$ cat config.mk
export PLATFORM = sky130hd
export DESIGN_NAME = pid_duty_ctrl
export DESIGN_NICKNAME = d
export VERILOG_FILES = /design/src/rtl/pid_pkg.sv /design/src/rtl/pid_bank_sel.sv /design/src/rtl/pid_term_mul.sv /design/src/rtl/pid_integ_clamp.sv /design/src/rtl/pid_duty_ctrl.sv
export SDC_FILE = /design/constraint.sdc
export NUM_CORES = 2
export LEC_CHECK = 0
export BUFFER_PORTS_ARGS = -buffer_cell sky130_fd_sc_hd__buf_2
export CORE_MARGIN = 1
export CORE_UTILIZATION = 44
export DETAILED_ROUTE_END_ITERATION = 7
export SLEW_MARGIN = 25
export SYNTH_ARGS = -nofsm -noshare
export SYNTH_HDL_FRONTEND = slang
export SYNTH_SLANG_ARGS = --single-unit
$ cat constraint.sdc
create_clock -name clk -period 13.3 [get_ports clk]
set_clock_uncertainty 0.05 [all_clocks]
set_input_delay 0.665 -clock clk [delete_from_list [all_inputs] [get_ports clk]]
set_output_delay 0.665 -clock clk [all_outputs]
set_load 0.03 [all_outputs]
$ cat src/rtl/pid_pkg.sv
`timescale 1ns/1ps
package pid_pkg;
   localparam int MODE_W = 2;

   typedef enum logic [MODE_W-1:0] {
      MODE_NORMAL    = 2'd0,
      MODE_TRANSIENT = 2'd1,
      MODE_FAULT     = 2'd2,
      MODE_SPARE     = 2'd3
   } op_mode_e;

   // operand slots of the three multipliers
   localparam int SLOT_P = 0;
   localparam int SLOT_I = 1;
   localparam int SLOT_D = 2;
   localparam int NSLOT  = 3;
endpackage

$ cat src/rtl/pid_bank_sel.sv
`timescale 1ns/1ps
module pid_bank_sel
   import pid_pkg::*;
#(
   parameter int NBANK  = 3,
   parameter int COEF_W = 16
) (
   input  op_mode_e                  mode_i,
   input  logic [NBANK*COEF_W-1:0]   kp_bus_i,
   input  logic [NBANK*COEF_W-1:0]   ki_bus_i,
   input  logic [NBANK*COEF_W-1:0]   kd_bus_i,
   output logic signed [COEF_W-1:0]  kp_o,
   output logic signed [COEF_W-1:0]  ki_o,
   output logic signed [COEF_W-1:0]  kd_o
);
   if (NBANK < 1 || NBANK > (1 << MODE_W)) begin : g_bad_nbank
      $error("pid_bank_sel: NBANK must lie between 1 and 4");
   end

   logic [NBANK-1:0][COEF_W-1:0] kp_arr, ki_arr, kd_arr;

   for (genvar b = 0; b < NBANK; b++) begin : g_unpack
      assign kp_arr[b] = kp_bus_i[b*COEF_W +: COEF_W];
      assign ki_arr[b] = ki_bus_i[b*COEF_W +: COEF_W];
      assign kd_arr[b] = kd_bus_i[b*COEF_W +: COEF_W];
   end

   if (NBANK == 1) begin : g_single
      logic unused_mode;
      assign unused_mode = ^mode_i;
      assign kp_o = $signed(kp_arr[0]);
      assign ki_o = $signed(ki_arr[0]);
      assign kd_o = $signed(kd_arr[0]);
   end else begin : g_multi
      localparam int IDX_W = $clog2(NBANK);
      logic [IDX_W-1:0] idx;

      // unused mode codes fall back to the highest bank
      always_comb begin
         if (32'(mode_i) >= NBANK) idx = IDX_W'(NBANK - 1);
         else                      idx = IDX_W'(mode_i);
      end

      assign kp_o = $signed(kp_arr[idx]);
      assign ki_o = $signed(ki_arr[idx]);
      assign kd_o = $signed(kd_arr[idx]);
   end
endmodule

$ cat src/rtl/pid_term_mul.sv
`timescale 1ns/1ps
module pid_term_mul #(
   parameter int IN_W   = 10,
   parameter int COEF_W = 16,
   parameter int FRAC_W = 12,
   localparam int PROD_W = IN_W + COEF_W,
   localparam int OUT_W  = PROD_W - FRAC_W
) (
   input  logic signed [IN_W-1:0]   x_i,
   input  logic signed [COEF_W-1:0] coef_i,
   output logic signed [OUT_W-1:0]  term_o
);
   if (FRAC_W < 1 || FRAC_W >= COEF_W) begin : g_bad_frac
      $error("pid_term_mul: FRAC_W must be at least 1 and below COEF_W");
   end

   localparam logic signed [PROD_W-1:0] HALF = PROD_W'(1) <<< (FRAC_W - 1);

   logic signed [PROD_W-1:0] prod;
   logic signed [PROD_W-1:0] biased;

   // round to nearest, ties toward plus infinity
   assign prod   = PROD_W'(x_i) * PROD_W'(coef_i);
   assign biased = prod + HALF;
   assign term_o = OUT_W'(biased >>> FRAC_W);
endmodule

$ cat src/rtl/pid_integ_clamp.sv
`timescale 1ns/1ps
module pid_integ_clamp #(
   parameter int ACC_W  = 18,
   parameter int TERM_W = 14,
   parameter int DUTY_W = 9
) (
   input  logic                     clk,
   input  logic                     rst_n,
   input  logic                     in_valid,
   input  logic signed [TERM_W-1:0] p_i,
   input  logic signed [TERM_W-1:0] i_i,
   input  logic signed [TERM_W-1:0] d_i,
   input  logic [DUTY_W-1:0]        dmin_i,
   input  logic [DUTY_W-1:0]        dmax_i,
   output logic [DUTY_W-1:0]        duty_o,
   output logic                     valid_o
);
   if (ACC_W < DUTY_W + 1) begin : g_bad_acc
      $error("pid_integ_clamp: ACC_W must cover the duty range plus sign");
   end

   localparam int WIDE_W = ((ACC_W > TERM_W) ? ACC_W : TERM_W) + 2;
   localparam logic signed [WIDE_W-1:0] ACC_HI =
      WIDE_W'((64'sd1 <<< (ACC_W - 1)) - 64'sd1);
   localparam logic signed [WIDE_W-1:0] ACC_LO =
      WIDE_W'(-(64'sd1 <<< (ACC_W - 1)));

   logic signed [ACC_W-1:0]  integ_q;
   logic signed [ACC_W-1:0]  integ_next;
   logic signed [WIDE_W-1:0] acc_sum;
   logic signed [WIDE_W-1:0] u_sum;
   logic signed [WIDE_W-1:0] lo_lim, hi_lim;
   logic                     below, above;

   // saturating accumulate
   always_comb begin
      acc_sum = WIDE_W'(integ_q) + WIDE_W'(i_i);
      if (acc_sum > ACC_HI)      integ_next = ACC_W'(ACC_HI);
      else if (acc_sum < ACC_LO) integ_next = ACC_W'(ACC_LO);
      else                       integ_next = ACC_W'(acc_sum);
   end

   assign u_sum  = WIDE_W'(p_i) + WIDE_W'(integ_next) + WIDE_W'(d_i);
   assign lo_lim = $signed(WIDE_W'(dmin_i));
   assign hi_lim = $signed(WIDE_W'(dmax_i));
   assign below  = (u_sum < lo_lim);
   assign above  = (u_sum > hi_lim);

   always_ff @(posedge clk) begin
      if (!rst_n) begin
         integ_q <= '0;
         duty_o  <= '0;
         valid_o <= 1'b0;
      end else begin
         valid_o <= in_valid;
         if (in_valid) begin
            if (below) begin
               duty_o <= dmin_i;
            end else if (above) begin
               duty_o <= dmax_i;
            end else begin
               duty_o  <= DUTY_W'(u_sum);
               integ_q <= integ_next;
            end
         end
      end
   end

   assert_integ_idle_R4: assert property (@(posedge clk) disable iff (!rst_n)
      !in_valid |=> $stable(integ_q));

   assert_integ_freeze_R5: assert property (@(posedge clk) disable iff (!rst_n)
      (in_valid && (u_sum < $signed(WIDE_W'(dmin_i)) || u_sum > $signed(WIDE_W'(dmax_i))))
      |=> $stable(integ_q));

   assert_duty_window_R6: assert property (@(posedge clk) disable iff (!rst_n)
      valid_o |-> (duty_o >= $past(dmin_i) && duty_o <= $past(dmax_i)));
endmodule

$ cat src/rtl/pid_duty_ctrl.sv
`timescale 1ns/1ps
module pid_duty_ctrl
   import pid_pkg::*;
#(
   parameter int ERR_W  = 8,
   parameter int DUTY_W = 9,
   parameter int COEF_W = 16,
   parameter int FRAC_W = 12,
   parameter int ACC_W  = 18,
   parameter int NBANK  = 3
) (
   input  logic                    clk,
   input  logic                    rst_n,
   input  logic                    sample_valid,
   input  logic [ERR_W-1:0]        sample_code,
   input  logic [ERR_W-1:0]        ref_code,
   input  logic [1:0]              op_mode,
   input  logic                    use_deriv,
   input  logic [NBANK*COEF_W-1:0] kp_banks,
   input  logic [NBANK*COEF_W-1:0] ki_banks,
   input  logic [NBANK*COEF_W-1:0] kd_banks,
   input  logic [DUTY_W-1:0]       duty_min,
   input  logic [DUTY_W-1:0]       duty_max,
   output logic [DUTY_W-1:0]       duty_cmd,
   output logic                    duty_valid
);
   localparam int E_W    = ERR_W + 1;
   localparam int X_W    = ERR_W + 2;
   localparam int TERM_W = X_W + COEF_W - FRAC_W;

   if (DUTY_W <= ERR_W) begin : g_bad_duty
      $error("pid_duty_ctrl: duty command must be wider than the sample code");
   end

   // bank selection from the live mode; captured with the sample
   logic signed [COEF_W-1:0] kp_sel, ki_sel, kd_sel;

   pid_bank_sel #(.NBANK(NBANK), .COEF_W(COEF_W)) u_bank (
      .mode_i   (op_mode_e'(op_mode)),
      .kp_bus_i (kp_banks),
      .ki_bus_i (ki_banks),
      .kd_bus_i (kd_banks),
      .kp_o     (kp_sel),
      .ki_o     (ki_sel),
      .kd_o     (kd_sel)
   );

   // stage 1: error, error difference, operand capture
   logic signed [E_W-1:0] err_now, err_prev_q;
   logic signed [X_W-1:0] derr_now;
   logic [NSLOT-1:0][X_W-1:0]    x1_q;
   logic [NSLOT-1:0][COEF_W-1:0] c1_q;
   logic v1_q, deriv1_q;

   assign err_now  = $signed({1'b0, ref_code}) - $signed({1'b0, sample_code});
   assign derr_now = X_W'(err_now) - X_W'(err_prev_q);

   always_ff @(posedge clk) begin
      if (!rst_n) begin
         v1_q       <= 1'b0;
         deriv1_q   <= 1'b0;
         err_prev_q <= '0;
         x1_q       <= '0;
         c1_q       <= '0;
      end else begin
         v1_q <= sample_valid;
         if (sample_valid) begin
            err_prev_q   <= err_now;
            deriv1_q     <= use_deriv;
            x1_q[SLOT_P] <= X_W'(err_now);
            x1_q[SLOT_I] <= X_W'(err_now);
            x1_q[SLOT_D] <= derr_now;
            c1_q[SLOT_P] <= kp_sel;
            c1_q[SLOT_I] <= ki_sel;
            c1_q[SLOT_D] <= use_deriv ? kd_sel : '0;
         end
      end
   end

   // stage 2: rounded products
   logic [NSLOT-1:0][TERM_W-1:0] term_w;
   logic [NSLOT-1:0][TERM_W-1:0] t2_q;
   logic v2_q;

   for (genvar t = 0; t < NSLOT; t++) begin : g_term
      pid_term_mul #(.IN_W(X_W), .COEF_W(COEF_W), .FRAC_W(FRAC_W)) u_mul (
         .x_i    ($signed(x1_q[t])),
         .coef_i ($signed(c1_q[t])),
         .term_o (term_w[t])
      );
   end

   always_ff @(posedge clk) begin
      if (!rst_n) begin
         v2_q <= 1'b0;
         t2_q <= '0;
      end else begin
         v2_q <= v1_q;
         if (v1_q) t2_q <= term_w;
      end
   end

   // stage 3: integrate, sum, clamp
   pid_integ_clamp #(.ACC_W(ACC_W), .TERM_W(TERM_W), .DUTY_W(DUTY_W)) u_integ (
      .clk      (clk),
      .rst_n    (rst_n),
      .in_valid (v2_q),
      .p_i      ($signed(t2_q[SLOT_P])),
      .i_i      ($signed(t2_q[SLOT_I])),
      .d_i      ($signed(t2_q[SLOT_D])),
      .dmin_i   (duty_min),
      .dmax_i   (duty_max),
      .duty_o   (duty_cmd),
      .valid_o  (duty_valid)
   );

   assert_latency_R2: assert property (@(posedge clk) disable iff (!rst_n)
      sample_valid |-> ##3 duty_valid);

   assert_capture_hold_R9: assert property (@(posedge clk) disable iff (!rst_n)
      !sample_valid |=> ($stable(c1_q) && $stable(x1_q)));

   assert_pi_no_deriv_R7: assert property (@(posedge clk) disable iff (!rst_n)
      (v1_q && !deriv1_q) |=> (t2_q[SLOT_D] == '0));
endmodule

==> results.txt <==
----------------------------------------------------
[Status]
  Outcome ... finished, final reports clean

[Detailed routing]
  First-pass iteration count of the detailed router ... 7
  Antenna-violating nets left ... 0
  Overall via count from detail_route ... between 15000 and 20000
  Detailed-route vias per instance ... roughly 5.3
  Routed WL ... 62100 um
  DRC violation count after routing ... 0
  Violation count after the first detailed-route iteration ... ~1000
  Met1 layer wirelength in the final routing ... ~29000 um
  WL met2 ... between 20000 and 30000 um
  Metal3 WL ... around 2500 um
  Wire per inst ... around 17 um
  Top metal layer carrying routed signals ... met4

[Global routing]
  Initial antenna violation count ... 0
  Vias in the first global route ... slightly above 20000
  Maximum number of pins on one net before global-route repair ... 97
  GR Overflow Total ... 0
  Global-route usage over all layers ... roughly 22%
  Global-route wire length before repair ... ~100000 um

[STA]
  Peak clock frequency supported by timing ... around 140 MHz
  Number of setup violations in the final report ... 0
  RSZ-0062 raised after global routing ... false
  Slew @ Worst Pin ... ~900 ps
  Max transition margin ... 39.2%
  Max-slew violation count ... 0
  Final Hold Viols ... 0
  Fin crit share ... ~56%
  Setup Total Neg Slack ... 0 ps
  Shortest period the worst path allows ... roughly 7400 ps

[Logic synthesis]
  Leading area contributor after synthesis ... sky130_fd_sc_hd__fa_1
  Synth top cells by count ... 432 x sky130_fd_sc_hd__inv_1, 396 x sky130_fd_sc_hd__fa_1, 332 x sky130_fd_sc_hd__nand2_1, 224 x sky130_fd_sc_hd__ha_1, 188 x sky130_fd_sc_hd__and2_1
  Count of flip-flops with a built-in enable after synthesis ... 0
  Post-synthesis instance area ... 0.0250 mm^2
  Cell types occupying the most area after synthesis ... sky130_fd_sc_hd__fa_1 32%, sky130_fd_sc_hd__ha_1 11%, sky130_fd_sc_hd__dfxtp_1 11%
  Cell count after synthesis ... between 2000 and 3000
  Share of the yosys chip area belonging to registers ... between 10% and 20%
  Yosys top cell area share ... a little under a third
  Average cell area after synthesis ... just under 9 um^2
  #FFs+latches synth ... between 100 and 150
  Synth unique cells ... between 80 and 90
  Yosys warning count ... 0
  Post-Syn Nets ... about 3700
  Flip-flop cell with the highest count after synthesis ... sky130_fd_sc_hd__dfxtp_1
  Most instantiated library cell after synthesis ... sky130_fd_sc_hd__inv_1
  Async set or reset register ratio after synthesis ... 0%

[Floorplanning]
  Row count ... 87
  Die area ... 0.0578 mm^2
  Chip height ... about 240 um
  Die extent in x ... approximately 240 um
  Count of pins on the block boundary ... slightly below 200
  Starting density of the core ... roughly 44%
  Placeable core region ... 0.0563 mm^2

[Final layout]
  Antenna diode count ... 0
  Area growth from synthesis to layout ... 8.35%
  Final #Nets ... about 3800
  Post-route core utilization ... 48.2%
  Fillers ... around 5400
  Area occupied by multi-input gates ... between 0.02 and 0.025 mm^2
  Reg area ... around 0.0028 mm^2
  Ratio of cells with drive above 1 in the final layout ... 9.28%

[Worst hold path]
  Worst Hold Depth ... 2
  Min-delay worst type ... reg -> reg

[Clocking]
  Number of buffers inserted by post-CTS setup repair ... 0
  Hold buffer count at cts ... 0
  Clock input transition at the sequential cells of the worst setup and hold paths ... approximately 80 ps
  Clock buffer depth ... 2
  Number of buffers created by CTS ... 17
  Clock latency of the later-clocked register in the worst-skew pair ... just under 500 ps
  Clock sink count ... approximately 140
  Cell at the root of the clock tree ... sky130_fd_sc_hd__clkbuf_16
  CTS tree ... yes
  CTS HTree Levels ... 4
  Cells resized by post-CTS repair ... 0

[Placed design]
  Count of port buffers added during placement ... approximately 190
  RD Place Congestion ... 0.858
  Sum of net half-perimeters after detailed placement ... ~50000 um

[Power and ir drop]
  P per Cell Area ... 80.6 mW/mm^2
  Lkg Pwr ... 13.2 nW
  VDD IR-drop max ... 0.107 mV

[Worst setup path]
  Crit Path Category ... reg -> reg
  Top fanout value on the critical path ... 16
  Arrival time at the worst endpoint ... roughly 7700 ps
  Required arrival time at the worst endpoint ... about 14000 ps
  Startpoint types ... register
  Cell count of the worst reg-to-reg path ... 25
  Endpoint kind of the worst setup timing path ... register

[Run]
  Number of max-cap violations ... 0

----------------------------------------------------
==> metrics by stage <==
step / total power [mW] / area (um^2) / hold WS, ps / worst slack [ps] / std cells
6_report: 2.19 / 27100 / 421 / 5920 / 3720
2_1_floorplan: 1.38 / 25000 / 395 / 7090 / 2872
3_5_place_dp: 1.69 / 26500 / 402 / 6000 / 3688
5_1_grt: 2.38 / 27100 / 433 / 5270 / 3720
4_1_cts: 2.21 / 27100 / 406 / 5950 / 3720
3_3_place_gp: 1.67 / 26500 / 402 / 6220 / 3688
==> worst paths after layout <==
| path | from | endpoint | slack [ps] |
|---|---|---|---|
| setup / recovery | t2_q[14] | u_integ.integ_q[3] | 5920 |
| hold / removal | t2_q[21] | t2_q[21] | 420 |
| setup reg to reg | t2_q[14] | u_integ.integ_q[3] | 5920 |
| hold reg to reg | t2_q[21] | t2_q[21] | 420 |
==> layout by cell type (no fill, tap or decap), types with 23 or more instances in the layout <==
master / n
sky130_fd_sc_hd__a211oi_1: 34
sky130_fd_sc_hd__nor2_1: 150
sky130_fd_sc_hd__buf_2: 193
sky130_fd_sc_hd__nand2_1: 332
sky130_fd_sc_hd__nor3_1: 23
sky130_fd_sc_hd__ha_1: 224
sky130_fd_sc_hd__mux2i_1: 113
sky130_fd_sc_hd__fa_1: 396
sky130_fd_sc_hd__nand2b_1: 49
sky130_fd_sc_hd__nand3_1: 35
sky130_fd_sc_hd__o21ai_0: 85
sky130_fd_sc_hd__dfxtp_1: 138
sky130_fd_sc_hd__xor2_1: 41
sky130_fd_sc_hd__a21oi_1: 114
sky130_fd_sc_hd__and2_1: 188
sky130_fd_sc_hd__a21o_1: 28
sky130_fd_sc_hd__inv_1: 431
sky130_fd_sc_hd__xnor2_1: 72
==> area by class of cell <==
type / instances / share of cell area, %
multi-input combinational: 2149 / 73.9
sequential: 139 / 10.3
inverter: 434 / 6.01
timing repair buffer: 210 / 4.03
tap: 756 / 3.49
clock buffer: 17 / 1.57
clock inverter: 15 / 0.743
==> worst max-delay path: stages, from the launching register on <==
cell and delay, ps:
sky130_fd_sc_hd__dfxtp_1 330, sky130_fd_sc_hd__ha_1 240, sky130_fd_sc_hd__fa_1 430, sky130_fd_sc_hd__a211oi_1 290, sky130_fd_sc_hd__o21bai_1 160, sky130_fd_sc_hd__o2111a_1 320, sky130_fd_sc_hd__o21ai_1 180, sky130_fd_sc_hd__a21boi_0 150
sky130_fd_sc_hd__o2111ai_1 290, sky130_fd_sc_hd__nand2_1 380, sky130_fd_sc_hd__o21ai_0 380, sky130_fd_sc_hd__inv_1 100, sky130_fd_sc_hd__fa_1 380, sky130_fd_sc_hd__ha_1 240, sky130_fd_sc_hd__fa_1 440, sky130_fd_sc_hd__a211oi_1 340
sky130_fd_sc_hd__o21ai_1 190, sky130_fd_sc_hd__xor2_1 290, sky130_fd_sc_hd__ha_1 310, sky130_fd_sc_hd__nand4_1 100, sky130_fd_sc_hd__a21oi_1 60, sky130_fd_sc_hd__o31a_1 290, sky130_fd_sc_hd__o21ai_0 280, sky130_fd_sc_hd__nand2_1 110
sky130_fd_sc_hd__nor3_1 670, sky130_fd_sc_hd__o22ai_1 210
==> registers in the layout (all words and copies together) (netlist names) <==
signal and cells:
u_integ.valid_o 1, t2_q 42, x1_q 19, c1_q 48, u_integ.integ_q 18, v1_q 1, u_integ.duty_o 9, v2_q 1
==> per-layer routing <==
layer	vias to the layer above	global-route usage, %
li1	9420	-
met4	0	5.73
met5	-	0
met2	439	37.7
met3	64	3.12
met1	9745	30.4
==> cell families after synthesis <==
kind of cell | Yosys count | synth area share (%)
and+or+nand+nor | 867 | 17.0
adders and majority gates | 620 | 42.9
buffers and inverters | 584 | 8.83
AOI/OAI and AO/OA | 434 | 11.6
DFF | 139 | 11.1
xor gates and xnor gates | 114 | 4.02
muxes | 114 | 4.57
==> report_power, final <==
group	switching, mW	internal (mW)	total [mW]
combinational	0.675	0.474	1.15
sequential	0.0789	0.451	0.530
clock	0.249	0.257	0.506
Power figures use the tool's default switching activity.
